--- src/rtl/fdc_pkg.sv ---
package fdc_pkg;

    localparam int DATA_W = 8;
    localparam logic [15:0] PORT_STAT = 16'hFB7E;
    localparam logic [15:0] PORT_DATA = 16'hFB7F;

    localparam logic [DATA_W-1:0] ST_BUSY  = 8'h10;
    localparam logic [DATA_W-1:0] ST_READY = 8'h80;
    localparam logic [DATA_W-1:0] ST_DIO   = 8'h40;
    localparam logic [DATA_W-1:0] BUS_IDLE = 8'hFF;

    typedef enum logic [1:0] {
        OP_NONE  = 2'd0,
        OP_DISK  = 2'd1,
        OP_FLUSH = 2'd2,
        OP_LOAD  = 2'd3
    } be_op_t;

    typedef enum logic [1:0] {
        SQ_IDLE,
        SQ_DISK,
        SQ_FLUSH,
        SQ_LOAD
    } sq_state_t;

    typedef struct packed {
        logic stat_wr;
        logic data_wr;
        logic data_rd;
        logic stat_rd_lvl;
        logic data_rd_lvl;
    } io_hit_t;

    function automatic logic [DATA_W-1:0] status_byte(logic busy, logic dio);
        if (busy) return ST_BUSY;
        return ST_READY | (dio ? ST_DIO : '0);
    endfunction

endpackage

--- src/rtl/fdc_io_decode.sv ---
module fdc_io_decode
    import fdc_pkg::*;
(
    input  logic        clk,
    input  logic        rst,
    input  logic        io_req,
    input  logic        io_rd,
    input  logic        io_wr,
    input  logic [15:0] io_addr,
    output io_hit_t     hit
);
    logic at_stat, at_data;
    logic sw_lvl, dw_lvl, dr_lvl;
    logic sw_q, dw_q, dr_q;

    assign at_stat = io_req && (io_addr == PORT_STAT);
    assign at_data = io_req && (io_addr == PORT_DATA);
    assign sw_lvl  = at_stat && io_wr;
    assign dw_lvl  = at_data && io_wr;
    assign dr_lvl  = at_data && io_rd;

    always_ff @(posedge clk) begin
        if (rst) begin
            sw_q <= 1'b0;
            dw_q <= 1'b0;
            dr_q <= 1'b0;
        end else begin
            sw_q <= sw_lvl;
            dw_q <= dw_lvl;
            dr_q <= dr_lvl;
        end
    end

    always_comb begin
        hit.stat_wr     = sw_lvl && !sw_q;
        hit.data_wr     = dw_lvl && !dw_q;
        hit.data_rd     = dr_lvl && !dr_q;
        hit.stat_rd_lvl = at_stat && io_rd;
        hit.data_rd_lvl = dr_lvl;
    end
endmodule

--- src/rtl/fdc_byte_fifo.sv ---
module fdc_byte_fifo #(
    parameter int W     = 8,
    parameter int DEPTH = 4
) (
    input  logic         clk,
    input  logic         rst,
    input  logic         push,
    input  logic [W-1:0] din,
    input  logic         pop,
    output logic         valid,
    output logic [W-1:0] dout
);
    localparam int AW = (DEPTH > 1) ? $clog2(DEPTH) : 1;
    localparam int CW = $clog2(DEPTH + 1);
    localparam logic [AW-1:0] LAST = AW'(DEPTH - 1);
    localparam logic [CW-1:0] FULL = CW'(DEPTH);

    logic [W-1:0]  mem [DEPTH];
    logic [AW-1:0] wp, rp;
    logic [CW-1:0] cnt;
    logic          do_push, do_pop;

    assign valid   = (cnt != '0);
    assign dout    = mem[rp];
    assign do_pop  = pop && valid;
    assign do_push = push && (cnt != FULL);

    always_ff @(posedge clk) begin
        if (do_push) mem[wp] <= din;
    end

    always_ff @(posedge clk) begin
        if (rst) begin
            wp  <= '0;
            rp  <= '0;
            cnt <= '0;
        end else begin
            if (do_push) wp <= (wp == LAST) ? '0 : wp + 1'b1;
            if (do_pop)  rp <= (rp == LAST) ? '0 : rp + 1'b1;
            case ({do_push, do_pop})
                2'b10:   cnt <= cnt + 1'b1;
                2'b01:   cnt <= cnt - 1'b1;
                default: cnt <= cnt;
            endcase
        end
    end
endmodule

--- src/rtl/fdc_track_seq.sv ---
module fdc_track_seq
    import fdc_pkg::*;
#(
    parameter int TRK_W = 8
) (
    input  logic              clk,
    input  logic              rst,
    input  logic              disk_wr,
    input  logic [DATA_W-1:0] disk_num,
    input  logic              seek_go,
    input  logic              seek_recal,
    input  logic [TRK_W-1:0]  seek_track,
    input  logic              buf_wr,
    input  logic              be_ack,
    input  logic              be_absent,
    output logic              be_req,
    output be_op_t            be_op,
    output logic [DATA_W-1:0] be_disk,
    output logic [TRK_W-1:0]  be_track,
    output logic              busy,
    output logic [DATA_W-1:0] disk_act,
    output logic [TRK_W-1:0]  trk_cur,
    output logic              dirty
);
    sq_state_t         state;
    logic              disk_pend, seek_pend;
    logic [DATA_W-1:0] disk_next, disk_fly;
    logic [TRK_W-1:0]  trk_tgt, trk_fly;

    always_ff @(posedge clk) begin
        if (rst) begin
            state     <= SQ_IDLE;
            disk_pend <= 1'b0;
            seek_pend <= 1'b0;
            disk_next <= '0;
            disk_fly  <= '0;
            disk_act  <= '0;
            trk_tgt   <= '0;
            trk_fly   <= '0;
            trk_cur   <= '0;
            dirty     <= 1'b0;
        end else begin
            if (buf_wr) dirty <= 1'b1;

            unique case (state)
                SQ_IDLE: begin
                    if (disk_pend) begin
                        disk_fly  <= disk_next;
                        disk_pend <= 1'b0;
                        state     <= SQ_DISK;
                    end else if (seek_pend) begin
                        trk_fly   <= trk_tgt;
                        seek_pend <= 1'b0;
                        state     <= dirty ? SQ_FLUSH : SQ_LOAD;
                    end
                end
                SQ_DISK: begin
                    if (be_ack) begin
                        disk_act <= be_absent ? '0 : disk_fly;
                        state    <= SQ_IDLE;
                    end
                end
                SQ_FLUSH: begin
                    if (be_ack) begin
                        dirty <= 1'b0;
                        state <= SQ_LOAD;
                    end
                end
                SQ_LOAD: begin
                    if (be_ack) begin
                        trk_cur <= trk_fly;
                        state   <= SQ_IDLE;
                    end
                end
                default: state <= SQ_IDLE;
            endcase

            if (disk_wr) begin
                disk_next <= disk_num;
                disk_pend <= 1'b1;
            end
            if (seek_go || seek_recal) begin
                trk_tgt   <= seek_recal ? '0 : seek_track;
                seek_pend <= 1'b1;
            end
        end
    end

    always_comb begin
        be_req   = (state != SQ_IDLE);
        be_disk  = (state == SQ_DISK) ? disk_fly : disk_act;
        be_track = (state == SQ_FLUSH) ? trk_cur : trk_fly;
        busy     = be_req || disk_pend || seek_pend;
        unique case (state)
            SQ_DISK:  be_op = OP_DISK;
            SQ_FLUSH: be_op = OP_FLUSH;
            SQ_LOAD:  be_op = OP_LOAD;
            default:  be_op = OP_NONE;
        endcase
    end
endmodule

--- src/rtl/fdc_port_bridge.sv ---
module fdc_port_bridge
    import fdc_pkg::*;
#(
    parameter int TRK_W      = 8,
    parameter int FIFO_DEPTH = 4
) (
    input  logic              clk,
    input  logic              rst,
    input  logic              io_req,
    input  logic              io_rd,
    input  logic              io_wr,
    input  logic [15:0]       io_addr,
    input  logic [DATA_W-1:0] io_wdata,
    output logic [DATA_W-1:0] io_rdata,
    output logic              cmd_valid,
    output logic [DATA_W-1:0] cmd_data,
    input  logic              cmd_ready,
    input  logic              cmd_in_valid,
    input  logic [DATA_W-1:0] cmd_in_data,
    output logic              cmd_in_pop,
    input  logic              seek_go,
    input  logic              seek_recal,
    input  logic [TRK_W-1:0]  seek_track,
    input  logic              buf_wr,
    output logic              be_req,
    output logic [1:0]        be_op,
    output logic [DATA_W-1:0] be_disk,
    output logic [TRK_W-1:0]  be_track,
    input  logic              be_ack,
    input  logic              be_absent,
    output logic [DATA_W-1:0] disk_active,
    output logic [TRK_W-1:0]  track_now,
    output logic              track_dirty
);
    io_hit_t           hit;
    be_op_t            op_e;
    logic              busy;
    logic [DATA_W-1:0] stat_now;

    fdc_io_decode u_dec (
        .clk     (clk),
        .rst     (rst),
        .io_req  (io_req),
        .io_rd   (io_rd),
        .io_wr   (io_wr),
        .io_addr (io_addr),
        .hit     (hit)
    );

    fdc_byte_fifo #(.W(DATA_W), .DEPTH(FIFO_DEPTH)) u_fifo (
        .clk   (clk),
        .rst   (rst),
        .push  (hit.data_wr),
        .din   (io_wdata),
        .pop   (cmd_ready),
        .valid (cmd_valid),
        .dout  (cmd_data)
    );

    fdc_track_seq #(.TRK_W(TRK_W)) u_seq (
        .clk        (clk),
        .rst        (rst),
        .disk_wr    (hit.stat_wr),
        .disk_num   (io_wdata),
        .seek_go    (seek_go),
        .seek_recal (seek_recal),
        .seek_track (seek_track),
        .buf_wr     (buf_wr),
        .be_ack     (be_ack),
        .be_absent  (be_absent),
        .be_req     (be_req),
        .be_op      (op_e),
        .be_disk    (be_disk),
        .be_track   (be_track),
        .busy       (busy),
        .disk_act   (disk_active),
        .trk_cur    (track_now),
        .dirty      (track_dirty)
    );

    assign be_op      = op_e;
    assign cmd_in_pop = hit.data_rd;
    assign stat_now   = status_byte(busy, cmd_in_valid);

    always_comb begin
        if (hit.stat_rd_lvl)      io_rdata = stat_now;
        else if (hit.data_rd_lvl) io_rdata = cmd_in_data;
        else                      io_rdata = BUS_IDLE;
    end
endmodule

--- config.mk ---
export PLATFORM = sky130hd
export DESIGN_NAME = fdc_port_bridge
export DESIGN_NICKNAME = d
export VERILOG_FILES = /design/src/rtl/fdc_pkg.sv /design/src/rtl/fdc_io_decode.sv /design/src/rtl/fdc_byte_fifo.sv /design/src/rtl/fdc_track_seq.sv /design/src/rtl/fdc_port_bridge.sv
export SDC_FILE = /design/constraint.sdc
export NUM_CORES = 1
export LEC_CHECK = 0
export BUFFER_PORTS_ARGS = -buffer_cell sky130_fd_sc_hd__buf_2
export CAP_MARGIN = 40
export CORE_ASPECT_RATIO = 1.1
export CORE_MARGIN = 1
export CORE_UTILIZATION = 56
export CTS_CLUSTER_DIAMETER = 100
export DETAILED_ROUTE_END_ITERATION = 7
export GPL_TIMING_DRIVEN = 1
export PLACE_DENSITY = 0.84
export SYNTH_ARGS = -nofsm -noshare
export SYNTH_HDL_FRONTEND = slang
export SYNTH_SLANG_ARGS = --single-unit
--- constraint.sdc ---
create_clock -name clk -period 6.9 [get_ports clk]
set_clock_uncertainty 0.15 [all_clocks]
set_input_delay 1.035 -clock clk [delete_from_list [all_inputs] [get_ports clk]]
set_output_delay 1.035 -clock clk [all_outputs]
set_load 0.05 [all_outputs]
==> impl_results.md <==
- Fin area: around 4800 um2
- Max-slew violation count: 0
- VDD IR max: about 150 uV
- First-pass GRT wire length: between 10000 and 15000 um
- Met3 Wirelength: roughly 380 um
- Clk root buf: clkbuf_8
- Number of hold violations in the final report: 0
- Reg power frac: ~58%
- Clock Pin Slew Worst Setup and Hold Paths: roughly 100 ps
- WP data required: approximately 5700 ps
- Final setup vio count: 0
- Total congestion overflow: 0
- Crit end category: output pin
- EDFF count, synth: 32
- DRT antenna net count: 0
- Simple-gate share of the synthesized area: 16.91%
- Wire length on met2: between 4000 and 5000 um
- Fin util: between 60% and 70%
- Leakage power: just under 2 nW
- Die Y: 91.50 um
- Ant diodes: 0
- Syn Std Cell Area: around 4000 um2
- Net Sw Power: ~0.00025 W
- Slew HR: a little over a third
- TritonCTS clock tree: built
- Area grow syn2layout: 18.17%
- Crit path capture: cmd_in_pop
- Vias in the first global route: about 2900
- Hold crit path type: reg -> reg
- Clk sinks: 97
- DP Cell Count: between 500 and 600
- DRT Wirelength: 7926 um
- Die area: 7627 um2
- Worst R2R Setup Slack: ~4400 ps
- DRT iter0 DRCs: roughly 210
- Max layer used: met4
- Synth cell types: between 40 and 50
- Startpoint types: input port
- Yosys top cell area share: a little under a third
- Internal power: about 0.00079 W
- Critical path class: in -> out
- Max-Cap Viols: 0
- Std cell rows: 32
- WL/cell: roughly 14 um
- Overall global routing resource usage: a little over a fifth
- Post-synthesis adder-cell area fraction: under 10%
- Residual DRC: 0
- Max Buffers Root-to-Sink: 2
- Leading area contributor after synthesis: dfxtp_1
- R2R cell count: 10
- Initial Util: between 50% and 60%
- DPL Wire Length: 5716 um
- Port bufs: roughly 110
- Via count: roughly 3000
- Fraction of registers with async set/reset: 0%
- Hold slack: 305.1 ps
- Clk_lat worst skew: roughly 350 ps
- Worst-Margin Slew: 952.2 ps
- Post-synthesis xor/xnor area fraction: less than 1%
- Most instantiated library cell after synthesis: dfxtp_1
- Cts repair resizes: 0
- R2r startpoint: u_fifo.cnt[0]
- Mux contribution to synthesized area: about an eighth
- Sequential fraction of the synthesis area: between 50% and 60%
- # hold bufs at CTS: 0
- Layout fillers: 539
- GP Congestion: 0.7727
- Clk network pwr share: 34.5%
- Mapped Cells: between 300 and 400
- Initial antenna violation count: 0
- CP startpoint: io_addr[10]
- Status: complete, no violations
- Non-Filler Instances: 555
- Total Nets Final: approximately 520
- Synthesis Warnings: 0
- P per Cell Area: 215.7 nW/um2
- Top_reg_cell synth: dfxtp_1
- Storage cell area: 2262 um2
- Hold Path Stages: 2
- Largest family of logic cells by synthesized area: simple AND/OR/NAND/NOR gates
- Setup TNS Final: 0 ps
- Vias per cell: about 5.4
- Chip width: 83.36 um
- Synth top area cells: dfxtp_1, edfxtp_1, a21oi_1, mux2_2, mux4_2
- Compound-Gate Fraction of Synth Area: approximately 8.5%
- RSZ-0062 raised after global routing: false
- Share of layout cells above drive strength 1: roughly 34%
- Syn_nets: ~430
- Final Cycle Share: approximately 59%
- Core Area: between 7000 and 8000 um2
- Post-synth top cells: dfxtp_1, nand2_1, a21oi_1
- # IOs: ~110
- Final Critical Period: approximately 4000 ps
- Sw frac: about a quarter
- FMAX: 247.0 MHz
- Critical path fanouts, max: 18
- Inserted Clock Buffers: 9
- Worst EP arrival: approximately 2900 ps
- Multi-input logic area: 1680 um2
- Placed Instance Area: 4624 um2
- Met1 Routed Length: around 3400 um
- Syn avg cell area: 10.96 um2
- Comb pwr share: between 7 and 8%
- Largest net degree at the start of global routing: between 40 and 50
- H-tree Lvls: 3
- Post-CTS Setup Bufs: 0
- Drt first pass iters: 4
- Flops & latches, synth: between 90 and 100
- R2r endpoint: u_fifo.cnt[2]
==> cell usage in the layout, fill, tap and decap left out, types with 6 or more instances in the layout <==
| cell type | instances |
|---|---|
| o21ai_0 | 7 |
| nand3_1 | 13 |
| nor2_1 | 34 |
| mux2_2 | 17 |
| mux4_2 | 8 |
| nand2_1 | 40 |
| edfxtp_1 | 32 |
| nor3b_1 | 9 |
| ha_1 | 6 |
| a21oi_1 | 39 |
| dfxtp_1 | 65 |
| buf_2 | 105 |
| clkbuf_8 | 9 |
| inv_1 | 8 |
| mux2i_1 | 16 |
==> flip-flops by register name (all words and copies together), names as in the netlist, named ones only <==
name / flops
u_fifo.mem: 32
u_seq.disk_act: 8
u_seq.disk_fly: 8
u_seq.disk_next: 8
u_seq.trk_cur: 8
u_seq.trk_fly: 8
u_seq.trk_tgt: 8
u_fifo.cnt: 3
u_fifo.rp: 2
u_fifo.wp: 2
u_seq.state: 2
u_dec.dr_q: 1
u_dec.dw_q: 1
u_dec.sw_q: 1
u_seq.dirty: 1
u_seq.disk_pend: 1
u_seq.seek_pend: 1
==> layer usage <==
metal,up-vias,global-route usage (%)
met5,-,0
met4,0,7.328
li1,1503,-
met3,10,5.636
met2,98,37.98
met1,1400,25.25
==> per-stage QoR <==
| stage | setup slack [ps] | total power (W) |
|---|---|---|
| after global placement | 2970 | 0.0006916 |
| after CTS | 2852 | 0.001048 |
| final | 2851 | 0.001039 |
| after floorplan | 2683 | 0.0006652 |
| after global routing | 2753 | 0.001077 |
| after detailed placement | 2865 | 0.0006947 |
==> worst min-delay path by stage <==
| stage | from | end | slack [ps] |
|---|---|---|---|
| after floorplan | u_seq.disk_next[1] | u_seq.disk_fly[1] | 280 |
| after global placement | u_seq.trk_tgt[5] | u_seq.trk_fly[5] | 290 |
| after detailed placement | u_seq.trk_tgt[7] | u_seq.trk_fly[7] | 290 |
| after CTS | u_seq.trk_tgt[7] | u_seq.trk_fly[7] | 310 |
| after global routing | u_seq.trk_tgt[5] | u_seq.trk_fly[5] | 330 |
| final | u_seq.trk_tgt[1] | u_seq.trk_fly[1] | 310 |
==> cell type report <==
| cell class | instances | share of cell area [%] |
|---|---|---|
| Timing Repair Buffer | 106 | 11.32 |
| Tap cell | 85 | 2.207 |
| Inverter | 8 | 0.6232 |
| Clock inverter | 6 | 1.376 |
| Sequential cell | 97 | 46.95 |
| Multi-Input combinational cell | 243 | 34.87 |
| Clock buffer | 10 | 2.649 |
==> cell families after synthesis <==
group                    after synthesis
AO/OA/AOI/OAI                         62
adder cells (fa/ha/maj)                7
buffers and inverters                 32
XOR/XNOR                               2
multiplexers                          41
AND/OR/NAND/NOR                      131
flip-flops                            97
==> power groups by stage <==
stage / Sequential, W / Combinational, W / Clock [W]
6_report: 0.000599 / 0.0000824 / 0.000358
5_1_grt: 0.000600 / 0.0000891 / 0.000388
4_1_cts: 0.000599 / 0.0000832 / 0.000366
3_5_place_dp: 0.000612 / 0.0000828 / 0
3_3_place_gp: 0.000612 / 0.0000797 / 0
2_1_floorplan: 0.000610 / 0.0000548 / 0
==> critical path, stage by stage <==
cell      delay [ps]
buf_2             90
nand4b_1         220
nor4_4           820
nand2_4          170
nor3b_1          230
buf_2            300
(Power assumes the default switching activity.)
